===== config.mk =====
export PLATFORM = sky130hd
export DESIGN_NAME = edo_ctrl
export DESIGN_NICKNAME = d
export VERILOG_FILES = /design/src/rtl/edo_pkg.sv /design/src/rtl/edo_timer.sv /design/src/rtl/edo_span.sv /design/src/rtl/edo_rdcap.sv /design/src/rtl/edo_ctrl.sv
export SDC_FILE = /design/constraint.sdc
export NUM_CORES = 1
export LEC_CHECK = 0
export BUFFER_PORTS_ARGS = -buffer_cell sky130_fd_sc_hd__buf_2
export CAP_MARGIN = 20
export CORE_MARGIN = 3
export CORE_UTILIZATION = 47
export CTS_CLUSTER_SIZE = 8
export DETAILED_ROUTE_END_ITERATION = 10
export GPL_ROUTABILITY_DRIVEN = 0
export PLACE_DENSITY = 0.75
export SLEW_MARGIN = 20
export SYNTH_ARGS = -nofsm -noshare
export SYNTH_HDL_FRONTEND = slang
export SYNTH_SLANG_ARGS = --single-unit
export TNS_END_PERCENT = 20

===== constraint.sdc =====
create_clock -name clk -period 2.8 [get_ports clk]
set_input_delay 0.14 -clock clk [delete_from_list [all_inputs] [get_ports clk]]
set_output_delay 0.14 -clock clk [all_outputs]
set_load 0.1 [all_outputs]

===== src/rtl/edo_pkg.sv =====
package edo_pkg;

    typedef enum logic [3:0] {
        ST_IDLE,
        ST_ROW_SET,
        ST_ROW_HOLD,
        ST_COL_SET,
        ST_CAS_ACT,
        ST_CAS_PRE,
        ST_PAGE_WAIT,
        ST_RAS_PRE,
        ST_REF_HOLD
    } edo_state_e;

endpackage


===== src/rtl/edo_timer.sv =====
module edo_timer #(
    parameter int TMR_W = 8
) (
    input  logic             clk,
    input  logic             rst_n,
    input  logic             load,
    input  logic [TMR_W-1:0] load_val,
    output logic             done
);
    logic [TMR_W-1:0] cnt_q;

    always_ff @(posedge clk or negedge rst_n) begin
        if (!rst_n)
            cnt_q <= '0;
        else if (load)
            cnt_q <= load_val;
        else if (cnt_q != '0)
            cnt_q <= cnt_q - 1'b1;
    end

    assign done = (cnt_q == '0);
endmodule


===== src/rtl/edo_span.sv =====
module edo_span #(
    parameter int SPAN_MAX = 20000,
    localparam int SPAN_W  = $clog2(SPAN_MAX + 1)
) (
    input  logic              clk,
    input  logic              rst_n,
    input  logic              clr,
    output logic [SPAN_W-1:0] span
);
    localparam logic [SPAN_W-1:0] TOP_V = SPAN_W'(SPAN_MAX);

    always_ff @(posedge clk or negedge rst_n) begin
        if (!rst_n)
            span <= TOP_V;
        else if (clr)
            span <= '0;
        else if (span != TOP_V)
            span <= span + 1'b1;
    end
endmodule


===== src/rtl/edo_rdcap.sv =====
module edo_rdcap #(
    parameter int DATA_W  = 4,
    parameter int CAP_DLY = 3
) (
    input  logic              clk,
    input  logic              rst_n,
    input  logic              start,
    input  logic [DATA_W-1:0] dq_i,
    output logic [DATA_W-1:0] rd_data,
    output logic              rd_valid
);
    logic [CAP_DLY-1:0] pipe_q;

    generate
        if (CAP_DLY == 1) begin : g_one
            always_ff @(posedge clk or negedge rst_n) begin
                if (!rst_n) pipe_q <= '0;
                else        pipe_q <= start;
            end
        end else begin : g_many
            always_ff @(posedge clk or negedge rst_n) begin
                if (!rst_n) pipe_q <= '0;
                else        pipe_q <= {pipe_q[CAP_DLY-2:0], start};
            end
        end
    endgenerate

    always_ff @(posedge clk or negedge rst_n) begin
        if (!rst_n) begin
            rd_valid <= 1'b0;
            rd_data  <= '0;
        end else begin
            rd_valid <= pipe_q[CAP_DLY-1];
            if (pipe_q[CAP_DLY-1])
                rd_data <= dq_i;
        end
    end


    rdv_pulse_chk: assert property (@(posedge clk) disable iff (!rst_n)
        rd_valid |=> !rd_valid);
endmodule


===== src/rtl/edo_ctrl.sv =====
module edo_ctrl
    import edo_pkg::*;
#(
    parameter int ROW_W       = 11,
    parameter int COL_W       = 11,
    parameter int DATA_W      = 4,
    parameter int TMR_W       = 8,
    parameter int ASR_CYC     = 1,
    parameter int RAH_CYC     = 1,
    parameter int ASC_CYC     = 1,
    parameter int CAS_CYC     = 2,
    parameter int CP_CYC      = 1,
    parameter int RP_CYC      = 3,
    parameter int RC_CYC      = 9,
    parameter int CAP_DLY     = 3,
    parameter int RAS_MAX_CYC = 20000
) (
    input  logic                     clk,
    input  logic                     rst_n,
    input  logic                     req_valid,
    output logic                     req_ready,
    input  logic                     req_write,
    input  logic                     req_last,
    input  logic [ROW_W+COL_W-1:0]   req_addr,
    input  logic [DATA_W-1:0]        req_wdata,
    output logic                     rd_valid,
    output logic [DATA_W-1:0]        rd_data,
    input  logic                     ref_req,
    output logic                     ref_gnt,
    output logic                     dram_ras_n,
    output logic                     dram_cas_n,
    output logic                     dram_we_n,
    output logic                     dram_oe_n,
    output logic [((ROW_W > COL_W) ? ROW_W : COL_W)-1:0] dram_addr,
    output logic [DATA_W-1:0]        dram_dq_o,
    input  logic [DATA_W-1:0]        dram_dq_i
);
    localparam int ADDR_W   = ROW_W + COL_W;
    localparam int BUS_W    = (ROW_W > COL_W) ? ROW_W : COL_W;
    localparam int SPAN_MAX = (RAS_MAX_CYC > RC_CYC) ? RAS_MAX_CYC : RC_CYC;
    localparam int SPAN_W   = $clog2(SPAN_MAX + 1);
    localparam int ACC_CYC  = ASC_CYC + CAS_CYC + CP_CYC + 2;
    localparam logic [SPAN_W-1:0] EXP_V   = SPAN_W'(RAS_MAX_CYC - ACC_CYC);
    localparam logic [SPAN_W-1:0] GATE_V  = SPAN_W'(RC_CYC - ASR_CYC - 1);
    localparam logic [SPAN_W-1:0] RCM1_V  = SPAN_W'(RC_CYC - 1);
    localparam logic [SPAN_W-1:0] RMAX_V  = SPAN_W'(RAS_MAX_CYC);

    edo_state_e state_q, state_n;

    logic [TMR_W-1:0]  dur_m1;
    logic              tmr_done;
    logic [SPAN_W-1:0] span;
    logic              span_clr;
    logic              rc_ok, expire, accept, cap_start;

    logic [ADDR_W-1:0] addr_q, cur_addr;
    logic [DATA_W-1:0] wdata_q, cur_wdata;
    logic              wr_q, last_q, cur_wr;
    logic              ras_n_q, cas_n_q, we_n_q, oe_n_q, gnt_q;
    logic [BUS_W-1:0]  bus_q;
    logic [DATA_W-1:0] dq_q;

    // ---------------- sub-blocks ----------------
    edo_timer #(.TMR_W(TMR_W)) u_timer (
        .clk(clk), .rst_n(rst_n), .load(state_n != state_q),
        .load_val(dur_m1), .done(tmr_done));

    edo_span #(.SPAN_MAX(SPAN_MAX)) u_span (
        .clk(clk), .rst_n(rst_n), .clr(span_clr), .span(span));

    edo_rdcap #(.DATA_W(DATA_W), .CAP_DLY(CAP_DLY)) u_rdcap (
        .clk(clk), .rst_n(rst_n), .start(cap_start), .dq_i(dram_dq_i),
        .rd_data(rd_data), .rd_valid(rd_valid));

    // ---------------- request side ----------------
    assign rc_ok     = (span >= GATE_V);
    assign expire    = !ras_n_q && (span >= EXP_V);
    assign req_ready = !ref_req &&
                       (((state_q == ST_IDLE) && rc_ok) ||
                        ((state_q == ST_PAGE_WAIT) && !expire));
    assign accept    = req_ready && req_valid;
    assign cur_addr  = accept ? req_addr  : addr_q;
    assign cur_wr    = accept ? req_write : wr_q;
    assign cur_wdata = accept ? req_wdata : wdata_q;
    assign span_clr  = (state_q == ST_ROW_SET) && (state_n == ST_ROW_HOLD);
    assign cap_start = (state_q == ST_COL_SET) && (state_n == ST_CAS_ACT) && !wr_q;

    // ---------------- next state ----------------
    always_comb begin
        state_n = state_q;
        unique case (state_q)
            ST_IDLE: begin
                if (ref_req)     state_n = ST_REF_HOLD;
                else if (accept) state_n = ST_ROW_SET;
            end
            ST_ROW_SET:  if (tmr_done) state_n = ST_ROW_HOLD;
            ST_ROW_HOLD: if (tmr_done) state_n = ST_COL_SET;
            ST_COL_SET:  if (tmr_done) state_n = ST_CAS_ACT;
            ST_CAS_ACT:  if (tmr_done) state_n = ST_CAS_PRE;
            ST_CAS_PRE: begin
                if (tmr_done)
                    state_n = (last_q || expire || ref_req) ? ST_RAS_PRE : ST_PAGE_WAIT;
            end
            ST_PAGE_WAIT: begin
                if (ref_req || expire) state_n = ST_RAS_PRE;
                else if (accept)       state_n = ST_COL_SET;
            end
            ST_RAS_PRE:  if (tmr_done) state_n = ST_IDLE;
            ST_REF_HOLD: if (!ref_req) state_n = ST_IDLE;
            default:     state_n = ST_IDLE;
        endcase
    end

    always_comb begin
        unique case (state_n)
            ST_ROW_SET:  dur_m1 = TMR_W'(ASR_CYC - 1);
            ST_ROW_HOLD: dur_m1 = TMR_W'(RAH_CYC - 1);
            ST_COL_SET:  dur_m1 = TMR_W'(ASC_CYC - 1);
            ST_CAS_ACT:  dur_m1 = TMR_W'(CAS_CYC - 1);
            ST_CAS_PRE:  dur_m1 = TMR_W'(CP_CYC - 1);
            ST_RAS_PRE:  dur_m1 = TMR_W'(RP_CYC - 1);
            default:     dur_m1 = '0;
        endcase
    end

    // ---------------- state register ----------------
    always_ff @(posedge clk or negedge rst_n) begin
        if (!rst_n) state_q <= ST_IDLE;
        else        state_q <= state_n;
    end

    // ---------------- registered outputs ----------------
    always_ff @(posedge clk or negedge rst_n) begin
        if (!rst_n) begin
            addr_q  <= '0;
            wdata_q <= '0;
            wr_q    <= 1'b0;
            last_q  <= 1'b0;
            ras_n_q <= 1'b1;
            cas_n_q <= 1'b1;
            we_n_q  <= 1'b1;
            oe_n_q  <= 1'b1;
            gnt_q   <= 1'b0;
            bus_q   <= '0;
            dq_q    <= '0;
        end else begin
            if (accept) begin
                addr_q  <= req_addr;
                wdata_q <= req_wdata;
                wr_q    <= req_write;
                last_q  <= req_last;
            end
            ras_n_q <= !(state_n inside {ST_ROW_HOLD, ST_COL_SET, ST_CAS_ACT,
                                         ST_CAS_PRE, ST_PAGE_WAIT});
            cas_n_q <= (state_n != ST_CAS_ACT);
            we_n_q  <= !(cur_wr && (state_n inside {ST_COL_SET, ST_CAS_ACT}));
            oe_n_q  <= !(!cur_wr && (state_n inside {ST_COL_SET, ST_CAS_ACT,
                                                     ST_CAS_PRE, ST_PAGE_WAIT}));
            gnt_q   <= (state_n == ST_REF_HOLD);
            if ((state_n == ST_ROW_SET) && (state_q != ST_ROW_SET))
                bus_q <= BUS_W'(cur_addr[ADDR_W-1:COL_W]);
            if ((state_n == ST_COL_SET) && (state_q != ST_COL_SET)) begin
                bus_q <= BUS_W'(cur_addr[COL_W-1:0]);
                dq_q  <= cur_wdata;
            end
        end
    end

    assign dram_ras_n = ras_n_q;
    assign dram_cas_n = cas_n_q;
    assign dram_we_n  = we_n_q;
    assign dram_oe_n  = oe_n_q;
    assign dram_addr  = bus_q;
    assign dram_dq_o  = dq_q;
    assign ref_gnt    = gnt_q;

    // ---------------- assertions ----------------

    cas_in_row_chk: assert property (@(posedge clk) disable iff (!rst_n)
        $fell(cas_n_q) |-> (!ras_n_q && !$past(ras_n_q)));


    early_write_chk: assert property (@(posedge clk) disable iff (!rst_n)
        ($fell(cas_n_q) && !we_n_q) |-> (!$past(we_n_q) && oe_n_q));


    row_age_chk: assert property (@(posedge clk) disable iff (!rst_n)
        !ras_n_q |-> (span < RMAX_V));


    row_cycle_chk: assert property (@(posedge clk) disable iff (!rst_n)
        $fell(ras_n_q) |-> ($past(span) >= RCM1_V));


    grant_idle_chk: assert property (@(posedge clk) disable iff (!rst_n)
        gnt_q |-> (ras_n_q && cas_n_q && !req_ready));
endmodule


**Word level (Yosys, flattened, before mapping)**

Cells that the tools add are included.

- Bits in registers: 83
- Input bits: 36
- Word-level logic and storage cells: 98

- Add/subtract/negate cells: 2
- Order comparisons: 2
- Equality and inequality tests: 21
- Multiplexer cells: 23
- Reduce and logical (&&, ||, !) cells: 33

Operator list:

| cell | count |
|---|---|
| 2-to-1 mux 4 bit | 12 |
| one-hot mux 4 bit (9 select lines) | 1 |
| == test 4 x 3 -> 1 bit, second input constant | 8 |
| 2-to-1 mux 15 bit | 2 |
| 2-to-1 mux 11 bit | 2 |
| 2-to-1 mux 22 bit | 1 |
| == test 4 x 2 -> 1 bit, second input constant | 4 |
| 2-to-1 mux 8 bit | 2 |
| adder 15 x 1 -> 15 bit, second input constant | 1 |
| >= comparator 15 bit, second input constant | 1 |
| >= comparator 15 x 3 -> 1 bit, second input constant | 1 |
| != test 15 bit, second input constant | 1 |
| logical AND 1 bit | 12 |
| == test 4 x 1 -> 1 bit, second input constant | 2 |
| == test 4 bit, second input constant | 2 |
| zero test 1 bit | 8 |
| zero test 8 bit | 1 |
| nonzero test 2 bit | 4 |
| nonzero test 8 bit | 1 |
| subtractor 8 x 1 -> 8 bit, second input constant | 1 |
| nonzero test 5 bit | 1 |
| zero test 4 bit | 1 |
| logical OR 1 bit | 4 |
| != test 4 x 1 -> 1 bit, second input constant | 1 |
| 6 further kinds | 7 |

**Depth between registers and ports, before layout**

Gate-level depths: netlist of the first run.

- Depth after elaboration: 14
- Mapped depth: 10
- Mapped depth without buffers: 9

**By module**

Synthesis of the first run repeated with hierarchy kept, for this count alone.

- Cell total of the unflattened synthesis: 318
- Area, all modules: 3,627.2 um^2

Modules (own cells, without submodules):

| module | instances | cells an instance | area each (um^2) | sequential area each (um^2) |
|---|---|---|---|---|
| edo_ctrl | 1 | 163 | 2,037.0 | 1,031.0 |
| edo_span | 1 | 89 | 868.3 | 381.6 |
| edo_timer | 1 | 54 | 476.7 | 200.2 |
| edo_rdcap | 1 | 12 | 245.2 | 200.2 |

**Worst setup path before layout of the first run**

OpenSTA, ideal clock, no wires.

- Path kind: register to register
- Start point: register u_timer.cnt_q[0]
- End point: register dq_q[0], in the netlist dram_dq_o[0]
- Setup time: 0.128 ns
- Arrival: 2.481 ns
- Data required time: 2.672 ns
- Path slack: 0.191 ns
- Stages on the path, launching flop included: 10
- Path buffers: 0
- Cells stage by stage: dfrtp_1 -> inv_1 -> ha_1 -> nor3b_1 -> nand2_2 -> o32ai_2 -> a21oi_2 -> a2111oi_4 -> and2_4 -> mux2_1

- Cells in the longest elaborated chain, start to end: 5
- Elaborated cells on any way between the ends: 10
- Classes of those cells: 1 x eq/ne; 7 x mux; 2 x reduce/logical

Ends and longest elaborated chain:

| item | RTL line | text |
|---|---|---|
| start: declaration | edo_timer.sv:10 | `logic [TMR_W-1:0] cnt_q;` |
| start signal: assignment | edo_timer.sv:16 | `cnt_q <= load_val;` |
| start signal: assignment | edo_timer.sv:18 | `cnt_q <= cnt_q - 1'b1;` |
| zero test 8 bit * | edo_timer.sv:21 | `assign done = (cnt_q == '0);` |
| 2-to-1 mux 4 bit (tied with other cells) | edo_ctrl.sv:108 | `ST_RAS_PRE: if (tmr_done) state_n = ST_IDLE;` |
| one-hot mux 4 bit (9 select lines) * | edo_ctrl.sv:91 | `unique case (state_q)` |
| == test 4 x 2 -> 1 bit * | edo_ctrl.sv:162 | `if ((state_n == ST_COL_SET) && (state_q != ST_COL_SET)) begin` |
| logical AND 1 bit * | edo_ctrl.sv:162 |  |
| end signal: assignment | edo_ctrl.sv:164 | `dq_q <= cur_wdata;` |
| end: declaration | edo_ctrl.sv:61 | `logic [DATA_W-1:0] dq_q;` |

Mark *: on every way between the ends. The rest lies on a longest branch, timed or not.
A chain may end at the register's enable or synchronous reset.

**Worst setup path after layout of the first run**

- Start point: register u_timer.cnt_q[0]
- End point: register dq_q[3], in the netlist dram_dq_o[3]

The elaborated chain is that of the path after synthesis.

==> flow_summary.ini, run 1 <==
[status]
outcome = completed

[sta]
fmax_mhz = 379
rsz0062_at_grt = true
skew_ps = 8.56
tns_ps = 0
setup_viol = 0
hold_viol = 0
report.final.slew_viol_count = 0
worstMarginPinSlew_ps = 849
layout_min_cycle_time_ps = 2640
maxSlewHeadroom = 0.419
finalCritPeriodShare = 0.943

[synth]
synth_nets = 333
synth_edf_count = 0
synth_warnings = 0
synth.distinct_cells = 55
ys_seq_area_frac = 0.536
avgSynthCellArea_um2 = 11.8
synthCells = 292
synth-seq-cells = 73
synth_area_um2 = 3430
async_reset_ff_frac = 1.00
synthFlopType = dfrtp_1

[global_route]
grt_max_degree = 29
grt_pass1_wl_mm = 12.5
grt_overflow_total = 0
grtUsageTotal = 0.186
grt_pass1_vias = 2650
antenna_found_initial = 0

[cells_and_area]
nets = 405
syn2layout_area_growth_pct = 20.6
drive_above_1_share = 0.374
final_cells = 465
utilization = 0.596
diodes = 0

[placement]
dp.cells = 448
detailed_place_hpwl_mm = 5.16
port_buffers = 61

[floorplanning]
chipHeight_um = 91.5
fp-row-count = 30
fp.dieW_um = 91.5
die-area_um2 = 8360
io_pins = 62
start_util = 0.494
fp.coreArea_um2 = 6940

[setup_path]
path_class = reg -> reg
cp_max_fo = 5
cp-end-kind = flip-flop
crit_slowest_cell = a2111oi_4
worstPathRequired_ps = 3030
cp_top_family = simple AND/OR/NAND/NOR gates
cp-start-kind = flip-flop
critical_path_depth = 9
path_buf_inv = 1
crit_path_max_incr_delay_ps = 420
reg2reg_depth = 9
cp.arrival_ps = 2870
path_cells = inv_1 > ha_1 > nor3b_2 > and2_2 > nand2_1 > xor2_1 > a2111oi_4 > and2_4 > mux2_1

[drt]
via_per_inst = 5.39
dr.pass1.iters = 4
vias = 2505
drt_iter0_markers = 118
route.detailed.drc = 0
finalWirelength_mm = 7.12
wire_per_inst_um = 15.3
final_antenna_net_count = 0

[clock_network]
cts_tree = yes
h-tree-depth = 3
clkTransAtPathRegs_ps = 80
clk_path_buf_depth = 2
cts.sinks = 73
cts_inserted_buffers = 9
ctsRootBufferMaster = clkbuf_8
clock_latency_ps = 350
cts_setup_buffers = 0

[power_and_ir_drop]
cellPowerDensity_nw_per_um2 = 1210
ir_worst_vdd_mv = 0.662
leakage_nw = 2.01
total_power_mw = 4.99

[hold_path]
hold_class = in -> reg
min_path_cells = 2

[job]
cap_viol_max_count = 0
-- Yosys cell counts (2+ instances only) --
library cell,number,area share
dfrtp_1,64,0.47
nor2_1,28,0.031
mux2_2,23,0.075
xor2_1,13,0.033
a21o_1,12,0.026
nand2_1,11,0.012
nand3_1,11,0.016
a32o_1,10,0.029
dfstp_2,9,0.069
nor3_1,9,0.013
inv_1,8,0.0087
a21oi_1,7,0.010
clkbuf_1,6,0.0066
xnor2_1,6,0.015
and3_1,5,0.0091
buf_2,5,0.0073
ha_1,5,0.018
mux2_1,4,0.013
nor2b_1,4,0.0073
nand2b_1,3,0.0055
nor3b_1,3,0.0066
nor4_1,3,0.0055
o21ai_0,3,0.0044
or3_1,3,0.0055
a21bo_2,2,0.0058
a21oi_2,2,0.0051
buf_6,2,0.0066
nand2_2,2,0.0036
nor4b_1,2,0.0051
o21bai_1,2,0.0044
-- kinds of logic after synthesis --
group | synth area share
and+or+nand+nor | 0.145
DFF | 0.536
AOI/OAI and AO/OA | 0.132
muxes | 0.0915
buffers and inverters | 0.0292
xor gates and xnor gates | 0.0485
adders and majority gates | 0.0182
-- metrics by stage --
step                      hold WS, ps  instance area (µm²)  setup slack (ps)
after floorplan                  -156                 3430               191
after global placement            176                 3890               127
after detailed placement          184                 3890              27.3
after CTS                        6.05                 4130               117
after global routing             2.70                 4140             -16.7
final                            15.5                 4140               160
-- flip-flops by register name, indices dropped and copies added (netlist names) --
name,count
u_span.span,15
addr_q,12
dram_addr,11
u_timer.cnt_q,8
dram_dq_o,4
state_q,4
u_rdcap.rd_data,4
wdata_q,4
u_rdcap.pipe_q,3
dram_cas_n,1
dram_oe_n,1
dram_ras_n,1
dram_we_n,1
last_q,1
ref_gnt,1
u_rdcap.rd_valid,1
wr_q,1
-- layout make-up --
| class | instances | area [µm²] |
|---|---|---|
| multi-input combinational | 198 | 1510 |
| inverter | 8 | 30.0 |
| tap | 96 | 120 |
| fill | 571 | 2810 |
| clock buffer | 9 | 124 |
| clock inverter | 7 | 100 |
| timing repair buffer | 74 | 418 |
| sequential | 73 | 1840 |
-- power by group --
part	internal (mW)	switching, mW
logic	0.753	1.64
clock network	0.511	0.417
registers	1.42	0.254
-- final timing paths --
kind	end	start	slack, ps
max in group asynchronous	dram_ras_n	rst_n	1710
min	u_rdcap.rd_data[2]	dram_dq_i[2]	20
min in group asynchronous	state_q[3]	rst_n	330
max	dram_dq_o[3]	u_timer.cnt_q[0]	160
min reg2reg	u_rdcap.pipe_q[2]	u_rdcap.pipe_q[1]	350
max reg2reg	dram_dq_o[3]	u_timer.cnt_q[0]	160
-- cells in the final DEF (no fill, tap or decap), types with 10 or more instances in the layout --
cell	instances
buf_4	11
buf_2	61
nand2_1	11
xor2_1	13
mux2_2	23
a32o_1	10
dfrtp_1	64
a21o_1	12
nor2_1	28
nand3_1	11
-- repair_timing --
action	4_1_cts	5_1_grt
resized for setup	1	3
setup endpoints to repair	5	7
endpoints found under the hold margin	21	0
pin swaps	0	1
hold buffers	1	0
-- layer usage --
layer,track usage,vias up,routed length [µm]
li1,-,1193,-
met1,0.241,1250,3180
met2,0.308,52,3570
met3,0.0381,10,282
met4,0.0704,0,94
met5,0,-,0
(Power assumes the default switching activity.)
==> run 2, diff against run 1 <==
--- a/config.mk
+++ b/config.mk
@@ -12,7 +12,7 @@
 export CTS_CLUSTER_SIZE = 8
 export DETAILED_ROUTE_END_ITERATION = 10
 export GPL_ROUTABILITY_DRIVEN = 0
-export PLACE_DENSITY = 0.75
+export PLACE_DENSITY = 0.72
 export SLEW_MARGIN = 20
 export SYNTH_ARGS = -nofsm -noshare
 export SYNTH_HDL_FRONTEND = slang
==> constraint.sdc (replaced) <==
create_clock -name clk -period 3.27 [get_ports clk]
set_input_delay 0.1635 -clock clk [delete_from_list [all_inputs] [get_ports clk]]
set_output_delay 0.1635 -clock clk [all_outputs]
set_load 0.1 [all_outputs]
==> flow_summary.ini, run 2 (synthesis results as in run 1) <==
[status]
outcome = completed

[global_route]
grt_pass1_wl_mm = 12.0
grt_max_degree = 64
grt_pass1_vias = 2524
grtUsageTotal = 0.179
grt_overflow_total = 0
antenna_found_initial = 0

[sta]
hold-worst-slack_ps = 49.8
tns_ps = 0
setup_viol = 0
finalCritPeriodShare = 0.873
report.final.slew_viol_count = 0
maxSlewHeadroom = 0.398
rsz0062_at_grt = false
layout_min_cycle_time_ps = 2850
worstMarginPinSlew_ps = 900
fin_ws_ps = 416
skew_ps = 11.0
hold_viol = 0
fmax_mhz = 350

[drt]
dr.pass1.iters = 4
vias = 2415
finalWirelength_mm = 6.84
drt_iter0_markers = 108
via_per_inst = 5.27
final_antenna_net_count = 0
route.detailed.drc = 0
wire_per_inst_um = 14.9

[floorplanning]
fp.dieW_um = 91.5
io_pins = 62
chipHeight_um = 91.5
fp-row-count = 30
start_util = 0.494
die-area_um2 = 8360
fp.coreArea_um2 = 6940

[setup_path]
crit_slowest_cell = a2111oi_4
path_cells = inv_1 > ha_1 > nor3b_1 > nand2_2 > o32ai_2 > a21oi_2 > a2111oi_4 > a21oi_2 > a221o_1
reg2reg_depth = 9
worstPathRequired_ps = 3500
cp.arrival_ps = 3080
path_class = reg -> reg
r2r_slack_ps = 420
cp-end-kind = flip-flop
cp-start-kind = flip-flop
crit_path_max_incr_delay_ps = 440
rr_endpoint = dram_addr[8]
r2r_start = u_timer.cnt_q[0]
cp_max_fo = 11
crit_path_frequent_cell = a21oi_2

[clock_network]
ctsRootBufferMaster = clkbuf_8
cts.sinks = 73
cts_setup_buffers = 0
cts_inserted_buffers = 9
cts_tree = yes
clkTransAtPathRegs_ps = 80
clk_path_buf_depth = 2
h-tree-depth = 3
clock_latency_ps = 340

[cells_and_area]
fillers = 583
nets = 398
mostFrequentLayoutCell = dfrtp_1
diodes = 0
final_cells = 458
regMostFlops = u_span.span
drive_above_1_share = 0.351
final_cell_mix = 64 x dfrtp_1, 61 x buf_2, 28 x nor2_1
largest_register_ff_count = 15
syn2layout_area_growth_pct = 17.6

[placement]
port_buffers = 61
dp.cells = 441
detailed_place_hpwl_mm = 5.02
place_ws_ps = 439

[job]
cap_viol_max_count = 0

[hold_path]
min_path_cells = 2
whs_endpoint = u_rdcap.rd_data[3]
hold_class = in -> reg
hp-start = dram_dq_i[3]

[power_and_ir_drop]
ir_worst_vdd_mv = 0.656
leakage_nw = 1.96
cellPowerDensity_nw_per_um2 = 1020
-- run 2: final cells by class --
| type | count | area, µm² | share of cell area |
|---|---|---|---|
| clock buffer | 9 | 124 | 0.0307 |
| clock inverter | 7 | 78.8 | 0.0195 |
| inverter | 8 | 30.0 | 0.00744 |
| multi-input combinational | 198 | 1490 | 0.370 |
| sequential | 73 | 1840 | 0.455 |
| tap | 96 | 120 | 0.0297 |
| timing repair buffer | 67 | 353 | 0.0874 |
-- run 2: how the worst max path moves through the flow --
| stage | from | to | slack [ps] |
|---|---|---|---|
| after floorplan | u_timer.cnt_q[0] | dram_dq_o[0] | 660 |
| after global placement | u_span.span[0] | dram_addr[8] | 550 |
| after detailed placement | u_timer.cnt_q[0] | dram_addr[8] | 440 |
| after CTS | u_timer.cnt_q[0] | dram_addr[8] | 410 |
| after global routing | u_timer.cnt_q[0] | dram_addr[8] | 100 |
| final | u_timer.cnt_q[0] | dram_addr[8] | 420 |
-- run 2: report_power, final --
group / internal [mW] / total (mW) / leakage (nW) / switching, mW
Clock: 0.360 / 0.706 / 0.104 / 0.346
Sequential: 1.22 / 1.44 / 0.903 / 0.228
Combinational: 0.589 / 1.95 / 0.948 / 1.36
Total: 2.17 / 4.10 / 1.96 / 1.94
-- run 2: what timing repair did --
| item | 4_1_cts | 5_1_grt |
|---|---|---|
| endpoints found under the hold margin | 10 | 0 |
| gates resized for setup | 0 | 0 |
| hold buffers | 1 | 0 |
-- run 2: critical path: cells and delay by family, from the launching register on --
kind                     cells  cell delay, ps
flip-flops                   1             400
adder cells (fa/ha/maj)      1             150
buffers and inverters        1             110
AO/OA/AOI/OAI                5            1470
AND/OR/NAND/NOR              2             600
-- run 2: metal layers --
metal,track usage,part of all wire
met2,0.285,0.48
met3,0.0381,0.043
met4,0.0565,0.0095
met5,0,0
met1,0.244,0.46
-- run 2: per-stage QoR --
step | power [mW] | util | instance area [µm²]
2_1_floorplan | 3.05 | - | 3430
3_3_place_gp | 3.38 | 0.551 | 3820
3_5_place_dp | 3.42 | 0.551 | 3820
4_1_cts | 4.14 | 0.581 | 4040
5_1_grt | 4.38 | 0.581 | 4040
6_report | 4.10 | 0.581 | 4040
==> run 3, diff against run 2 <==
--- a/config.mk
+++ b/config.mk
@@ -5,6 +5,7 @@
 export SDC_FILE = /design/constraint.sdc
 export NUM_CORES = 1
 export LEC_CHECK = 0
+export ABC_AREA = 1
 export BUFFER_PORTS_ARGS = -buffer_cell sky130_fd_sc_hd__buf_2
 export CAP_MARGIN = 20
 export CORE_MARGIN = 3
@@ -12,7 +13,7 @@
 export CTS_CLUSTER_SIZE = 8
 export DETAILED_ROUTE_END_ITERATION = 10
 export GPL_ROUTABILITY_DRIVEN = 0
-export PLACE_DENSITY = 0.72
+export PLACE_DENSITY = 0.71
 export SLEW_MARGIN = 20
 export SYNTH_ARGS = -nofsm -noshare
 export SYNTH_HDL_FRONTEND = slang
==> flow_summary.ini, run 3 <==
[cells_and_area]
final_cells = 663
mostFrequentLayoutCell = nand2_1
largest_register_ff_count = 22
diodes = 0
nets = 594
regMostFlops = addr_q
syn2layout_area_growth_pct = 14.3
final_cell_mix = 169 x nand2_1, 74 x dfrtp_1, 60 x buf_2
drive_above_1_share = 0.220

[sta]
hold-worst-slack_ps = 7.45
tns_ps = 0
fmax_mhz = 359
setup_viol = 0
rsz0062_at_grt = false
skew_ps = 15.4
fin_ws_ps = 481
finalCritPeriodShare = 0.853
layout_min_cycle_time_ps = 2790
maxSlewHeadroom = 0.491
report.final.slew_viol_count = 0
worstMarginPinSlew_ps = 763
hold_viol = 0

[drt]
via_per_inst = 5.04
route.detailed.drc = 0
vias = 3342
dr.pass1.iters = 4
finalWirelength_mm = 8.91
wire_per_inst_um = 13.4
final_antenna_net_count = 0
drt_iter0_markers = 221

[synth]
async_reset_ff_frac = 1.00
synth.distinct_cells = 39
synth_area_leader_cell = dfrtp_1
avgSynthCellArea_um2 = 8.31
synthTopCellsByCount = 169 x nand2_1, 74 x dfrtp_1, 52 x inv_1
synth_nets = 533
synthFlopType = dfrtp_1
yosysMostFrequentCell = nand2_1
netlist.area_leader.share = 0.453
synth_edf_count = 0
synthTopCellsByArea = dfrtp_1 45%, nand2_1 16%, dfstp_2 5.8%
synth-seq-cells = 83
synth_warnings = 0
ys_seq_area_frac = 0.511
synth_area_um2 = 4090
synthCells = 492

[clock_network]
cts_inserted_buffers = 9
cts_tree = yes
cts_setup_buffers = 0
h-tree-depth = 3
cts.sinks = 83
ctsRootBufferMaster = clkbuf_8
clk_path_buf_depth = 2
ctsResizeCount = 0
clock_latency_ps = 360
postCtsHoldBufs = 0
clkTransAtPathRegs_ps = 90

[hold_path]
hp-start = req_last
hold_class = in -> reg

[setup_path]
path_cells = inv_1 > ha_1 > nor3b_1 > nand2_1 > nand2_1 > inv_2 > nor2_2 > o21ai_1 > o21ai_1 > inv_1 > a21oi_2 > nand3_4 > nand2_4 > nor2_4 > nand2_4 > inv_1 > nand2_1 > nand2_1
worstPathRequired_ps = 3570
cp.arrival_ps = 3090
cp-end-kind = flip-flop
crit_slowest_cell = dfrtp_1
cp_max_fo = 16
crit_path_max_incr_delay_ps = 370
cp-start-kind = flip-flop
r2r_start = u_timer.cnt_q[0]
worstSetupStartpoint = u_timer.cnt_q[0]
cp_top_family = simple AND/OR/NAND/NOR gates
path_buf_inv = 4
r2r_slack_ps = 480
crit_path_frequent_cell = nand2_1
path_class = reg -> reg

[placement]
detailed_place_hpwl_mm = 6.30
place_ws_ps = 520
port_buffers = 61
dp.cells = 646

[power_and_ir_drop]
ir_worst_vdd_mv = 0.549
cellPowerDensity_nw_per_um2 = 943
leakage_nw = 2.55
total_power_mw = 4.40

[floorplanning]
fp.coreArea_um2 = 8340
die-area_um2 = 9850
chipHeight_um = 99.2
fp.dieW_um = 99.2
fp-row-count = 33
io_pins = 62
start_util = 0.490

[status]
outcome = completed

[global_route]
grt_max_degree = 84
grtUsageTotal = 0.190
grt_pass1_vias = 3294
grt_pass1_wl_mm = 15.0
antenna_found_initial = 0
grt_overflow_total = 0

[job]
cap_viol_max_count = 0
run 3: cell count changes after synthesis, moves of 10 or more:
cell,previous run,this run
a21o_1,12,0
a32o_1,10,0
dfrtp_1,64,74
inv_1,8,52
mux2_2,23,4
nand2_1,11,169
nand3_1,11,31
nand3_2,0,11
nor2_1,28,45
run 3: cell type report:
cell class / instances / area, µm²
Clock inverter: 6 / 71.3
Multi-Input combinational cell: 337 / 1690
Timing Repair Buffer: 64 / 337
Inverter: 58 / 218
Sequential cell: 83 / 2090
Fill cell: 789 / 3670
Tap cell: 105 / 131
Clock buffer: 10 / 138
run 3: cells by family after synthesis:
| group | Yosys count | synth area share |
|---|---|---|
| and+or+nand+nor | 291 | 0.323 |
| DFF | 83 | 0.511 |
| buffers and inverters | 72 | 0.0756 |
| AOI/OAI and AO/OA | 20 | 0.0276 |
| xor gates and xnor gates | 16 | 0.0343 |
| muxes | 5 | 0.0135 |
| adders and majority gates | 5 | 0.0153 |
run 3: worst paths after layout:
| path | end | cells past startpoint |
|---|---|---|
| setup / recovery | dram_dq_o[3] | 18 |
| hold / removal | last_q | 3 |
| setup reg to reg | dram_dq_o[3] | 18 |
| hold reg to reg | u_rdcap.pipe_q[1] | 0 |
| max in group asynchronous | u_span.span[8] | 2 |
| min in group asynchronous | u_rdcap.pipe_q[2] | 2 |
run 3: through the flow:
step           instance area [µm²]  utilization
6_report                      4670        0.560
5_1_grt                       4670        0.560
4_1_cts                       4660        0.559
3_5_place_dp                  4450        0.533
3_3_place_gp                  4450        0.533
2_1_floorplan                 4090            -
run 3: report_power, final:
part	total [mW]	switching (mW)	internal, mW
registers	1.57	0.196	1.38
clock network	0.779	0.397	0.382
logic	2.05	1.56	0.494
total	4.40	2.15	2.25
run 3: worst min-delay path, stage by stage:
cell and delay (ps):
buf_2 70, nand2_1 40, o21ai_0 60
run 3: layer usage:
metal  GRT usage  up-vias  wire [µm]
li1            -     1647          -
met1       0.255     1597       4090
met2       0.307       89       4160
met3      0.0449        9        576
met4      0.0567        0         86
met5           0        -          0
